`src/rtl/hold_pkg.sv`:
```
package hold_pkg;

    typedef enum logic [2:0] {
        HS_IDLE    = 3'd0,
        HS_PEND    = 3'd1,
        HS_HELD    = 3'd2,
        HS_REDRIVE = 3'd3,
        HS_RESUME  = 3'd4
    } hold_state_e;

    typedef enum logic {
        WS_IDLE   = 1'b0,
        WS_EXTEND = 1'b1
    } wait_state_e;

endpackage

```
`src/rtl/hold_req_sync.sv`:
```
module hold_req_sync #(
    parameter int STAGES = 2
) (
    input  logic clk,
    input  logic rst_n,
    input  logic async_i,
    output logic sync_o
);
    logic [STAGES-1:0] chain_q;

    generate
        if (STAGES == 1) begin : g_single
            always_ff @(posedge clk or negedge rst_n) begin
                if (!rst_n) chain_q <= '0;
                else        chain_q <= async_i;
            end
        end else begin : g_multi
            always_ff @(posedge clk or negedge rst_n) begin
                if (!rst_n) chain_q <= '0;
                else        chain_q <= {chain_q[STAGES-2:0], async_i};
            end
        end
    endgenerate

    assign sync_o = chain_q[STAGES-1];
endmodule

```
`src/rtl/hold_fsm.sv`:
```
module hold_fsm
    import hold_pkg::*;
(
    input  logic clk,
    input  logic rst_n,
    input  logic hold_en,
    input  logic req_sync,
    input  logic insn_boundary,
    input  logic stop_mode,
    output logic hold_ack_n,
    output logic core_stall,
    output logic pins_oe
);
    hold_state_e state_q, state_d;
    logic        req_ok;

    assign req_ok = hold_en && req_sync && !stop_mode;

    always_ff @(posedge clk or negedge rst_n) begin
        if (!rst_n) state_q <= HS_IDLE;
        else        state_q <= state_d;
    end

    always_comb begin
        state_d = state_q;
        unique case (state_q)
            HS_IDLE:    if (req_ok) state_d = HS_PEND;
            HS_PEND: begin
                if (!req_ok)           state_d = HS_IDLE;
                else if (insn_boundary) state_d = HS_HELD;
            end
            HS_HELD:    if (!req_sync) state_d = HS_REDRIVE;
            HS_REDRIVE: state_d = HS_RESUME;
            HS_RESUME:  state_d = HS_IDLE;
            default:    state_d = HS_IDLE;
        endcase
    end

    always_comb begin
        hold_ack_n = 1'b1;
        core_stall = 1'b0;
        pins_oe    = 1'b1;
        unique case (state_q)
            HS_IDLE: ;
            HS_PEND:    core_stall = req_ok && insn_boundary;
            HS_HELD: begin
                hold_ack_n = 1'b0;
                core_stall = 1'b1;
                pins_oe    = 1'b0;
            end
            HS_REDRIVE: begin
                hold_ack_n = 1'b0;
                core_stall = 1'b1;
            end
            HS_RESUME:  core_stall = 1'b1;
            default: ;
        endcase
    end

    // an asserted acknowledge always comes with a stalled core
    a_r4_ack_stalls: assert property (@(posedge clk) disable iff (!rst_n)
        !hold_ack_n |-> core_stall);

    // pins float only while the acknowledge is low
    a_r4_float_only_acked: assert property (@(posedge clk) disable iff (!rst_n)
        !pins_oe |-> !hold_ack_n);

    // a grant follows a boundary cycle
    a_r3_grant_at_boundary: assert property (@(posedge clk) disable iff (!rst_n)
        $fell(hold_ack_n) |-> $past(insn_boundary));

    // no grant out of a stop-mode cycle
    a_r7_no_grant_in_stop: assert property (@(posedge clk) disable iff (!rst_n)
        $fell(hold_ack_n) |-> !$past(stop_mode));

    // drivers are back on before the acknowledge rises
    a_r5_redrive_first: assert property (@(posedge clk) disable iff (!rst_n)
        $rose(hold_ack_n) |-> (pins_oe && $past(pins_oe)));

    // stall outlasts the acknowledge
    a_r6_stall_after_ack: assert property (@(posedge clk) disable iff (!rst_n)
        $rose(hold_ack_n) |-> core_stall);
endmodule

```
`src/rtl/ready_wait_ext.sv`:
```
module ready_wait_ext
    import hold_pkg::*;
(
    input  logic clk,
    input  logic rst_n,
    input  logic rdy_en,
    input  logic auto_wait_end,
    input  logic ready,
    output logic wait_extend
);
    wait_state_e wstate_q, wstate_d;
    logic        start_ext;

    assign start_ext = rdy_en && auto_wait_end && !ready;

    always_ff @(posedge clk or negedge rst_n) begin
        if (!rst_n) wstate_q <= WS_IDLE;
        else        wstate_q <= wstate_d;
    end

    always_comb begin
        wstate_d    = wstate_q;
        wait_extend = 1'b0;
        unique case (wstate_q)
            WS_IDLE: begin
                wait_extend = start_ext;
                if (start_ext) wstate_d = WS_EXTEND;
            end
            WS_EXTEND: begin
                wait_extend = !ready;
                if (ready) wstate_d = WS_IDLE;
            end
            default: wstate_d = WS_IDLE;
        endcase
    end

    // an extension only begins from a low-ready automatic wait end
    a_r9_start_cause: assert property (@(posedge clk) disable iff (!rst_n)
        (wstate_q == WS_EXTEND && $past(wstate_q) == WS_IDLE)
            |-> $past(rdy_en && auto_wait_end && !ready));

    // while extending, a low ready keeps the wait going
    a_r10_hold_wait: assert property (@(posedge clk) disable iff (!rst_n)
        (wstate_q == WS_EXTEND && !ready) |-> wait_extend);
endmodule

```
`src/rtl/ext_bus_hold_ctrl.sv`:
```
module ext_bus_hold_ctrl #(
    parameter int SYNC_STAGES = 2
) (
    input  logic clk,
    input  logic rst_n,
    input  logic hold_en,
    input  logic rdy_en,
    input  logic hold_req,
    input  logic insn_boundary,
    input  logic stop_mode,
    input  logic auto_wait_end,
    input  logic ready,
    output logic hold_ack_n,
    output logic core_stall,
    output logic addr_oe,
    output logic ad_oe,
    output logic ctrl_oe,
    output logic wait_extend
);
    logic req_sync;
    logic pins_oe;

    hold_req_sync #(.STAGES(SYNC_STAGES)) u_sync (
        .clk     (clk),
        .rst_n   (rst_n),
        .async_i (hold_req),
        .sync_o  (req_sync)
    );

    hold_fsm u_fsm (
        .clk           (clk),
        .rst_n         (rst_n),
        .hold_en       (hold_en),
        .req_sync      (req_sync),
        .insn_boundary (insn_boundary),
        .stop_mode     (stop_mode),
        .hold_ack_n    (hold_ack_n),
        .core_stall    (core_stall),
        .pins_oe       (pins_oe)
    );

    ready_wait_ext u_wait (
        .clk           (clk),
        .rst_n         (rst_n),
        .rdy_en        (rdy_en),
        .auto_wait_end (auto_wait_end),
        .ready         (ready),
        .wait_extend   (wait_extend)
    );

    assign addr_oe = pins_oe;
    assign ad_oe   = pins_oe;
    assign ctrl_oe = pins_oe;

    // after reset the bus is driven and not acknowledged
    a_r1_reset_idle: assert property (@(posedge clk)
        $rose(rst_n) |-> (hold_ack_n && addr_oe && ad_oe && ctrl_oe));
endmodule

```
`config.mk`:
```
export PLATFORM = sky130hd
export DESIGN_NAME = ext_bus_hold_ctrl
export DESIGN_NICKNAME = d
export VERILOG_FILES = /design/src/rtl/hold_pkg.sv /design/src/rtl/hold_req_sync.sv /design/src/rtl/hold_fsm.sv /design/src/rtl/ready_wait_ext.sv /design/src/rtl/ext_bus_hold_ctrl.sv
export SDC_FILE = /design/constraint.sdc
export NUM_CORES = 1
export LEC_CHECK = 0
export BUFFER_PORTS_ARGS = -buffer_cell sky130_fd_sc_hd__buf_2
export CORE_AREA = 2 2 39 41
export DETAILED_ROUTE_END_ITERATION = 8
export DIE_AREA = 0 0 41 43
export GPL_ROUTABILITY_DRIVEN = 0
export PLACE_DENSITY = 0.53
export SLEW_MARGIN = 20
export SYNTH_ARGS = -nofsm -noshare
export SYNTH_HDL_FRONTEND = slang
export SYNTH_HIERARCHICAL = 1
export SYNTH_SLANG_ARGS = --single-unit
```
`constraint.sdc`:
```
create_clock -name clk -period 1.4 [get_ports clk]
set_clock_uncertainty 0.2 [all_clocks]
set_input_delay 0.21 -clock clk [delete_from_list [all_inputs] [get_ports clk]]
set_output_delay 0.21 -clock clk [all_outputs]
set_load 0.05 [all_outputs]
```
==> metrics.csv <==
metric,value,unit
clk slew on worst S/H paths,0.04,ns
power per cell area,971,nW/um^2
die width,41,microns
number of placed cells counting well taps,55,
hold slack final,-0.0592,ns
"Critical Path, Cell by Cell",or3b_1 -> o211ai_1 -> buf_4,
Via-to-Cell Ratio,4.20,
DIE AREA,1760,sq um
RSZ-0062 raised after global routing,yes,
Via Count,269,
CTS tree,built,
number of global-route vias before repair,262,
post-synthesis sequential area ratio,54.8,%
Mapped Area,274,sq um
IO Count,15,
ant diodes,0,
CTS Buf Count,3,
Area Overhead vs Synth,91.8,%
syn_nets,32,
CP top delay family,simple AND/OR/NAND/NOR gates,
FF+latch area,150,sq um
setup ws final,-0.297,ns
Tcrit/Tclk final,121,%
library cells used by synthesis,14,
Worst Setup End Kind,output port,
critical path's slowest cell,or3b_1,
hold buffer count at CTS,2,
synthesized flop and latch total,6,
post-DP HPWL,474,microns
Iteration-0 DRC Markers,2,
post-route ant nets,0,
cells after synthesis,23,
Final Net Count,59,
first-pass GRT wire length,966,microns
crit-path max FO,2,
ratio of cells with drive above 1 in the final layout,66.7,%
max incr delay on CP,0.38,ns
Fin. Hold Viols,1,
Leakage,0.258,nW
Max-slew headroom,89.1,%
CTS Root Cell,clkbuf_4,
Tot Pwr,0.000510,W
die height,43,microns
Skew-Pair Late Insertion Delay,0.24,ns
Period minus WS final,1.70,ns
Initial Utilization,19.8,%
Filler cells,144,
Multi-input gate area,126,sq um
pre-CTS setup slack,-0.103,ns
H-tree depth,1,
std cell rows,14,
syn avg cell area,11.9,sq um
First-pass DRT Iterations,3,
max-slew violation count,0,
HP Class,in2reg,
"non-filler cells, final",64,
total gr overflow,0,
critical path class,reg2out,
critical path data arrival time,1.29,ns
Max IR drop VDD,0.410,mV
max cap viols,0,
status,"finished, violations left",
WL/cell,9.83,microns
CORE AREA,1380,sq um
setup TNS,-1.19,ns
WP buf/inv,1,
initial antenna violation count,0,
fmax,589,MHz
failing checks,"negative hold slack, negative setup slack",
Sink Count,6,
most frequent cells in the layout,"8 x buf_2, 8 x buf_4, 6 x dfrtp_1",
CTS Buffer Depth,2,
Port Buffers,14,
Worst setup SP type,flip-flop,
Synthesis Warnings,6,
gr usage total,8.29,%
endpoints failing setup,7,
worst endpoint required time,0.99,ns
Slew @ Worst Pin,0.163,ns
largest net degree at the start of global routing,7,
DRC violations left,0,
Detailed Route WL,629,microns
reg2reg setup slack,-0.03,ns
## routing by layer
metal	track usage, %	vias to the layer above	share of wire (%)
met3	1.57	0	9.5
met2	12.8	15	50
met5	0	-	0
met1	8.55	123	40
li1	-	131	-
met4	8.00	0	0
## repair_timing
item / in CTS / in global routing
pin swaps: 0 / 1
hold endpoints to repair: 8 / 1
resized for setup: 17 / 1
setup buffers: 2 / 2
endpoints found under the setup margin: 6 / 7
## metrics by stage
stage	area, sq um	util [%]
after floorplan	287	-
after global placement	392	28.3
after detailed placement	392	28.3
after CTS	507	36.6
after global routing	526	38.0
final	526	38.0
## cell usage after synthesis
master	number	share of area, %
dfrtp_1	6	55
buf_4	2	5.5
nand2b_1	2	4.6
nand3b_1	2	5.5
nor2_1	2	2.7
a21o_2	1	3.2
a21oi_1	1	1.8
inv_1	1	1.4
nand4bb_1	1	4.1
o211ai_1	1	2.7
o21ai_2	1	3.2
o22ai_1	1	2.3
or3b_1	1	3.2
or4b_4	1	5.0
## registers in the layout, summed over array words and instances, names as in the netlist
| name | flops |
|---|---|
| u_fsm/state_q | 3 |
| u_wait/wstate_q | 1 |
| u_sync/chain_q | 2 |
## area by class of cell
cell class / instances / area share (%)
clock buffers: 3 / 4.29
inverters: 1 / 0.714
multi-input cells: 14 / 24.0
flip-flops and latches: 6 / 28.6
well taps: 16 / 3.81
repair buffers: 24 / 38.6
## final timing paths
path,start,end,cells past startpoint
min in group asynchronous,rst_n,u_wait/wstate_q,2
max,u_fsm/state_q[1],core_stall,3
max in group asynchronous,rst_n,u_fsm/state_q[2],2
max reg2reg,u_fsm/state_q[1],u_fsm/state_q[0],5
min reg2reg,u_sync/chain_q[0],u_sync/chain_q[1],0
min,ready,u_wait/wstate_q,2
## kinds of logic after synthesis
logic type	synth area share, %
flops	54.8
simple gates	25.1
compound gates	13.2
buf+inv	6.85
## power breakdown
| part | leakage (nW) | switching, W | internal (W) | total [W] |
|---|---|---|---|---|
| Combinational | 0.166 | 0.0000895 | 0.0000805 | 0.000170 |
| Sequential | 0.0776 | 0.00000517 | 0.000184 | 0.000189 |
| Clock | 0.0138 | 0.0000546 | 0.0000964 | 0.000151 |
Power figures use the tool's default switching activity.
